File: config.mk
export PLATFORM = sky130hd
export DESIGN_NAME = dual_wdt
export DESIGN_NICKNAME = d
export VERILOG_FILES = /design/src/rtl/wdt_pkg.sv /design/src/rtl/wdt_datapath.sv /design/src/rtl/wdt_control.sv /design/src/rtl/dual_wdt.sv
export SDC_FILE = /design/constraint.sdc
export NUM_CORES = 1
export LEC_CHECK = 0
export ABC_AREA = 0
export BUFFER_PORTS_ARGS = -buffer_cell sky130_fd_sc_hd__buf_4
export CAP_MARGIN = 15
export CORE_MARGIN = 4
export CORE_UTILIZATION = 50
export CTS_CLUSTER_SIZE = 40
export DETAILED_ROUTE_END_ITERATION = 12
export PLACE_DENSITY = 0.68
export REMOVE_ABC_BUFFERS = 1
export SLEW_MARGIN = 10
export SYNTH_ARGS = -nofsm -noshare
export SYNTH_HDL_FRONTEND = slang
export SYNTH_SLANG_ARGS = --single-unit
File: constraint.sdc
create_clock -name clk -period 2.7 [get_ports clk]
set_input_delay 0.54 -clock clk [delete_from_list [all_inputs] [get_ports clk]]
set_output_delay 0.54 -clock clk [all_outputs]
set_load 0.005 [all_outputs]
File: src/rtl/wdt_pkg.sv
package wdt_pkg;
  // Strobes from control to the counter datapath
  typedef struct packed {
    logic clear;
    logic inc;
  } cntStrb_t;

  localparam int N_CHAN   = 2;
  localparam int CH_INT   = 0;
  localparam int CH_RESET = 1;
endpackage

File: src/rtl/wdt_datapath.sv
module wdt_datapath
  import wdt_pkg::*;
#(
  parameter int FIELD_W = 4,
  parameter int TOP_BIT = 31,
  parameter int CNT_W   = TOP_BIT + 1
) (
  input  logic               clk,
  input  logic               rstN,
  input  cntStrb_t           strb,
  input  logic [FIELD_W-1:0] intSel,
  input  logic [FIELD_W-1:0] rstSel,
  output logic [N_CHAN-1:0]  hit,
  output logic [CNT_W-1:0]   cntVal
);
  localparam int SH_W = $clog2(CNT_W + 1);

  logic [CNT_W-1:0] cnt;
  logic [N_CHAN-1:0][FIELD_W-1:0] selArr;

  assign selArr[CH_INT]   = intSel;
  assign selArr[CH_RESET] = rstSel;
  assign cntVal = cnt;

  always_ff @(posedge clk or negedge rstN) begin
    if (!rstN)           cnt <= '0;
    else if (strb.clear) cnt <= '0;
    else if (strb.inc)   cnt <= cnt + CNT_W'(1);
  end

  // One comparator per timeout: hit on the increment that sets bit (TOP_BIT - sel)
  for (genvar g = 0; g < N_CHAN; g++) begin : gChan
    logic [SH_W-1:0]  expo;
    logic [CNT_W-1:0] target;
    assign expo   = SH_W'(TOP_BIT) - SH_W'(selArr[g]);
    assign target = (CNT_W'(1) << expo) - CNT_W'(1);
    assign hit[g] = strb.inc && (cnt == target);
  end

  AST_CLEAR_ZERO: assert property (@(posedge clk) disable iff (!rstN)
    strb.clear |=> (cnt == '0)) else $error("counter not cleared");
endmodule

File: src/rtl/wdt_control.sv
module wdt_control
  import wdt_pkg::*;
(
  input  logic              clk,
  input  logic              rstN,
  input  logic              porRstN,
  input  logic              wdEn,
  input  logic              intEn,
  input  logic              rstEn,
  input  logic              feed,
  input  logic              intClr,
  input  logic              causeClr,
  input  logic [N_CHAN-1:0] hit,
  output cntStrb_t          strb,
  output logic              intIrq,
  output logic              rstReq,
  output logic              causeFlag
);
  logic rstFire;
  logic intSet;
  logic intDrop;

  assign strb.inc   = wdEn && !feed;
  assign rstFire    = hit[CH_RESET] && rstEn;
  assign strb.clear = !wdEn || feed || rstFire;
  // Reset wins over a simultaneous interrupt timeout
  assign intSet     = hit[CH_INT] && intEn && !rstFire;
  assign intDrop    = intClr || feed || rstFire;

  always_ff @(posedge clk or negedge rstN) begin
    if (!rstN) begin
      intIrq <= 1'b0;
      rstReq <= 1'b0;
    end else begin
      rstReq <= rstFire;
      if (intSet)       intIrq <= 1'b1;
      else if (intDrop) intIrq <= 1'b0;
    end
  end

  always_ff @(posedge clk or negedge porRstN) begin
    if (!porRstN)      causeFlag <= 1'b0;
    else if (rstFire)  causeFlag <= 1'b1;
    else if (causeClr) causeFlag <= 1'b0;
  end

  AST_RST_ONE_CYCLE: assert property (@(posedge clk) disable iff (!rstN)
    rstReq |=> !rstReq) else $error("reset request longer than one cycle");
  AST_INT_GATED: assert property (@(posedge clk) disable iff (!rstN)
    !intEn |=> !$rose(intIrq)) else $error("interrupt rose while disabled");
  AST_INT_STICKY: assert property (@(posedge clk) disable iff (!rstN)
    intIrq && !intClr && !feed |=> intIrq || rstReq) else $error("interrupt dropped");
  AST_RST_NO_INT: assert property (@(posedge clk) disable iff (!rstN)
    rstReq |-> !$rose(intIrq)) else $error("interrupt with reset");
  AST_CAUSE_SET: assert property (@(posedge clk) disable iff (!rstN || !porRstN)
    rstReq |-> causeFlag) else $error("cause flag missing");
  AST_CAUSE_HOLD: assert property (@(posedge clk) disable iff (!porRstN)
    causeFlag && !causeClr |=> causeFlag) else $error("cause flag lost");
endmodule

File: src/rtl/dual_wdt.sv
module dual_wdt
  import wdt_pkg::*;
#(
  parameter int FIELD_W = 4,
  parameter int TOP_BIT = 31
) (
  input  logic               clk,
  input  logic               rstN,
  input  logic               porRstN,
  input  logic               wdEn,
  input  logic               intEn,
  input  logic               rstEn,
  input  logic [FIELD_W-1:0] intSel,
  input  logic [FIELD_W-1:0] rstSel,
  input  logic               feed,
  input  logic               intClr,
  input  logic               causeClr,
  output logic               intIrq,
  output logic               rstReq,
  output logic               causeFlag
);
  localparam int CNT_W = TOP_BIT + 1;

  cntStrb_t          strb;
  logic [N_CHAN-1:0] hit;
  logic [CNT_W-1:0]  cntVal;

  wdt_datapath #(.FIELD_W(FIELD_W), .TOP_BIT(TOP_BIT), .CNT_W(CNT_W)) uDp (
    .clk(clk), .rstN(rstN), .strb(strb), .intSel(intSel), .rstSel(rstSel),
    .hit(hit), .cntVal(cntVal)
  );

  wdt_control uCtl (
    .clk(clk), .rstN(rstN), .porRstN(porRstN), .wdEn(wdEn), .intEn(intEn),
    .rstEn(rstEn), .feed(feed), .intClr(intClr), .causeClr(causeClr),
    .hit(hit), .strb(strb), .intIrq(intIrq), .rstReq(rstReq), .causeFlag(causeFlag)
  );

  initial begin
    AST_SEL_RANGE: assert (TOP_BIT >= (1 << FIELD_W)) else $error("exponent too small");
  end

  AST_FEED_ZERO: assert property (@(posedge clk) disable iff (!rstN)
    feed |=> (cntVal == '0)) else $error("feed did not zero counter");
  AST_OFF_QUIET: assert property (@(posedge clk) disable iff (!rstN)
    !wdEn |=> (cntVal == '0) && !rstReq) else $error("disabled watchdog ran");
endmodule

# --- After elaboration in Yosys (flattened, before gate mapping) ---
# Index checks and enable logic that the tools add are counted.
totals:
  register_bits: 35
  elab_cells: 35
  in_bits: 17
op_classes:
  n_addsub: 5
  shift: 2
  mux: 6
  eq_ne: 2
  n_reduce_logical: 16
ops:
  columns: ["cell", "count"]
  rows:
  - ["equality test 32 bit", 2]
  - ["2-to-1 mux 32 bit", 2]
  - ["left shift 1 x 6 -> 32 bit, first input constant", 2]
  - ["subtractor 32 x 2 -> 32 bit, second input constant", 2]
  - ["adder 32 x 1 -> 32 bit, second input constant", 1]
  - ["subtractor 5 x 4 -> 6 bit, first input constant", 2]
  - ["logical AND 1 bit", 6]
  - ["nonzero test 2 bit", 3]
  - ["logical OR 1 bit", 4]
  - ["2-to-1 mux 1 bit", 4]
  - ["logical NOT 1 bit", 3]

# --- Depth between registers and ports, before layout ---
logic_depth:
  ltp_word: 9
  depth_mapped: 15

# --- By module ---
# A second synthesis with hierarchy kept.
hier_totals:
  hier_cells: 339
  area_unflattened_um2: 2797.7
modules_own_cells:
  columns: ["module", "cells_per_inst", "n_inst", "seq_area_each_um2", "area_per_inst_um2"]
  rows:
  - ["wdt_datapath", 327, 1, 800.8, 2672.6]
  - ["wdt_control", 12, 1, 75.1, 125.1]

# --- Worst setup path after synthesis ---
# OpenSTA, ideal clock, no wires.
synth_path:
  kind: "input to register"
  startpoint: "input port rstSel[3]"
  endpoint: "register uDp.cnt[30], in the netlist uDp.cntVal[30]"
  cell_stages: 14
  slack_ns: -0.316
  setup_time_ns: 0.145
  required_ns: 2.555
  arrival_ns: 2.872
  path_cell_list: "buf_4 > buf_4 > nand3_1 > or2_2 > ha_1 > or4b_1 > o21ai_0 > a32oi_1 > xnor2_1 > nor4_1 > and3_1 > buf_6 > buf_12 > nor3_2"
synth_between:
  elab_chain_len: 8
  word_cells_on_any_way: 9
  cone_classes: "add/sub: 2; eq/ne: 1; shift: 1; mux: 1; reduce/logical: 4"
synth_lines:
  columns: ["element", "line_no", "rtl"]
  rows:
  - ["start, declared", "dual_wdt.sv:14", "input logic [FIELD_W-1:0] rstSel,"]
  - ["subtractor 5 x 4 -> 6 bit (*)", "wdt_datapath.sv:35", "assign expo = SH_W'(TOP_BIT) - SH_W'(selArr[g]);"]
  - ["left shift 1 x 6 -> 32 bit (*)", "wdt_datapath.sv:36", "assign target = (CNT_W'(1) << expo) - CNT_W'(1);"]
  - ["subtractor 32 x 2 -> 32 bit (*)", "wdt_datapath.sv:36", null]
  - ["equality test 32 bit (*)", "wdt_datapath.sv:37", "assign hit[g] = strb.inc && (cnt == target);"]
  - ["logical AND 1 bit (*)", "wdt_datapath.sv:37", null]
  - ["logical AND 1 bit (*)", "wdt_control.sv:24", "assign rstFire = hit[CH_RESET] && rstEn;"]
  - ["logical OR 1 bit (*)", "wdt_control.sv:25", "assign strb.clear = !wdEn || feed || rstFire;"]
  - ["2-to-1 mux 32 bit or nonzero test 2 bit (tied branches)", null, null]
  - ["end signal, assigned", "wdt_datapath.sv:28", "else if (strb.inc) cnt <= cnt + CNT_W'(1);"]
  - ["end, declared", "wdt_datapath.sv:18", "logic [CNT_W-1:0] cnt;"]
# Mark *: on every way between the ends. The rest lies on a longest branch, timed or not.
# A chain may end at the register's enable or synchronous reset.

# --- Final worst setup path ---
layout_path:
  startpoint: "input port rstSel[1]"
  endpoint: "register uDp.cnt[13], in the netlist uDp.cntVal[13]"
# Same word-level chain as after synthesis.

==> summary.md <==
| Metric | Value |
|---|---|
| Row cnt | 27 |
| DRC | 0 |
| GRT Util Overall | 0.1761 |
| Setup_tns | 0 ps |
| Setup crit end | uDp.cntVal[13] |
| Final Critical Period | 2585 ps |
| IO Port Bufs | 19 |
| R2R cell count | 9 |
| Crit path launch | rstSel[1] |
| Largest net degree at the start of global routing | 35 |
| Worst reg-to-reg setup slack | 320 ps |
| Mapped cell area | 2815 µm² |
| Area growth syn-to-layout | 14.36% |
| Die width | 83.04 µm |
| Crit end category | flop |
| Max-cap violations | 0 |
| DP HPWL | 4137 µm |
| Vias | 2,342 |
| Post-Syn Instances | 323 |
| Max Fclk | 0.3868 GHz |
| Area share of the leading cell type in the synthesized netlist | 0.3111 |
| Ant diodes | 0 |
| Non-Filler Instances | 415 |
| Skew-Pair Late Insertion Delay | 300 ps |
| FFs w/ async S/R, synth | 1.000 |
| EDFF count, synth | 0 |
| Core ar. | 5473 µm² |
| Clock Tree Buf Depth | 2 |
| Grt ovf | 0 |
| Gpl congestion | 0.8148 |
| Pwr dens | 336.1 nW/µm² |
| Largest area contributor in the netlist | dfrtp_1 |
| Final hold violations | 0 |
| Share of cells above drive strength 1 | 0.2536 |
| CTS tree | built |
| Final Setup Violations | 0 |
| CP Launch Type | input port |
| Post-route ant nets | 0 |
| Starting density of the core | 0.5144 |
| Leakage | 0.001282 µW |
| Largest family of logic cells by synthesized area | simple AND/OR/NAND/NOR gates |
| Max IR drop VDD | 0.3286 mV |
| Synth Area in XOR/XNOR | 0.1587 |
| Synth warn | 0 |
| Clk root buf | clkbuf_8 |
| Clock transition at path regs | 70 ps |
| Total wire length | 6132 µm |
| Dpl cells | 404 |
| Pins Over Slew Limit | 0 |
| Initial antenna violation count | 0 |
| Die ar. | 6895 µm² |
| Top area cells in the synthesized netlist | dfrtp_1 31%, xnor2_1 9.0%, xor2_1 6.8% |
| Fraction of the mapped netlist area in adder cells | 0.01333 |
| Status | complete, no violations |
| Register area share after synthesis | 0.3111 |
| Reg-to-Reg Start | uDp.cntVal[0] |
| Layout Nets | 363 |
| Worst Path Required | 2860 ps |
| Flops & latches, synth | 35 |
| Period utilization | 0.9574 |
| Initial DRC count | 127 |
| Routed WL per cell | 14.78 µm |
| Kind of critical path | input port to flop |
| DR pass1 iterations | 4 |
| Via density | 5.643 |
| Proportion of synthesized area in mux cells | 0.007111 |
| Layout Skew | 10.85 ps |
| Simple logic cell fraction of the synthesized area | 0.3249 |
| WHS | 5.378 ps |
| CTS Sinks | 35 |
| First-pass GRT wire length | 10,270 µm |
| Die Y | 83.04 µm |
| Worst Tran Pin Value | 474.5 ps |
| Ports | 20 |
| Relative slew slack | 0.6810 |
| Syn avg cell area | 8.716 µm² |
| Ys flop type | dfrtp_1 |
| Unique cell type count in the Yosys netlist | 59 |
| Arrival time at the worst endpoint | 2750 ps |
| HP Class | input port to asynchronous set/reset pin |
| CTS H-tree lvls | 2 |
| Maximum fanout along the worst path | 7 |
| R2R Path End | uDp.cntVal[13] |
| Cts bufs inserted | 5 |
| Post-synthesis compound-gate area fraction | 0.1116 |
| Hold_buf cts | 0 |
| Vias in the first global route | 2,278 |
==> worst min path at each step <==
| stage | start | end | slack, ps | cells after the start |
|---|---|---|---|---|
| floorplan | porRstN | uCtl.causeFlag | 240 | 0 |
| global placement | porRstN | uCtl.causeFlag | 320 | 1 |
| detailed placement | porRstN | uCtl.causeFlag | 320 | 1 |
| CTS | porRstN | uCtl.causeFlag | 4 | 1 |
| global route | porRstN | uCtl.causeFlag | -6 | 1 |
| finish | porRstN | uCtl.causeFlag | 5 | 1 |
==> per-stage QoR <==
stage	utilization	setup slack, ps	power [µW]	instance area, µm²
detailed placement	0.5537	-265.8	703.6	3030
finish	0.5882	114.9	1082	3219
CTS	0.5697	28.11	1087	3118
floorplan	-	-689.5	620.5	2635
global route	0.5882	-2.412	1136	3219
global placement	0.5537	-210.6	702.2	3030
==> where the power goes <==
part / switching (µW) / internal (µW)
combinational: 94.5 / 78.1
sequential: 1.18 / 526
clock: 183 / 200
total: 278 / 804
==> final cells by class <==
class	count	area, µm²
flip-flops and latches	35	875.8
clock inverters	1	5.005
inverters	7	26.28
repair buffers	43	374.1
clock buffers	6	82.58
multi-input cells	251	1765
fillers	491	2253
well taps	72	90.09
==> critical path, cell delays in order <==
cell,delay (ps)
buf_4,100
nand3_2,70
or2_4,240
ha_4,160
or4b_1,490
o21ai_1,90
a32oi_1,80
xnor2_1,140
nor4_1,290
and3_4,310
clkbuf_16,180
nor3_2,40
==> sequential cells by signal, indices dropped and copies added (netlist names) <==
| register | cells |
|---|---|
| uCtl.causeFlag | 1 |
| uCtl.intIrq | 1 |
| uCtl.rstReq | 1 |
| uDp.cntVal | 32 |
==> cells in the final DEF (no fill, tap or decap), types with 7 or more instances in the layout <==
cell type  Yosys  layout
xnor2_1       29      29
a21oi_1        7       7
dfrtp_1       35      35
nand3_1       20      18
xor2_1        22      22
nor2_1        22      22
nand4_1        9       9
nor3_2        18      18
nor3_1        10      10
nand2_1       24      24
buf_4          4      39
o21ai_0       12      11
a22oi_1        7       7
inv_1          7       7
==> cells in the mapped netlist, types with 2 or more instances <==
cell type   n
xor2_1     22
nor3_2     18
o211ai_1    2
inv_1       7
a21oi_1     7
nand2_1    24
o31ai_1     2
nor4_1      4
or2_2       3
buf_4       4
nor2_1     22
and4_1      2
o21ai_0    12
buf_12      2
clkbuf_1   12
nor3b_1     2
and3_1      4
nand2b_1    6
a22oi_1     7
nand3b_1    2
nand3_1    20
dfrtp_1    35
and3_2      2
a221oi_1    2
nand4_1     9
ha_1        3
nor2b_1     5
mux2i_1     2
and2_1      3
nor3_1     10
buf_2      10
xnor2_1    29
a31oi_1     3
==> cells by family after synthesis <==
family,Yosys count
compound gates,46
xor+xnor,51
fa+ha+maj,3
buf+inv,37
flops,35
mux,2
simple gates,149
==> layer usage <==
metal,track usage,vias up,part of all wire
li1,-,1177,-
met1,0.2287,1116,0.45
met2,0.2937,40,0.50
met3,0.03373,9,0.034
met4,0.05795,0,0.016
met5,0,-,0
==> what timing repair did <==
action                                  4_1_cts  5_1_grt
setup buffers                                 0        1
endpoints found under the setup margin        0       27
resized for setup                             0        9
Note: power is estimated with default switching activity, not from simulation.
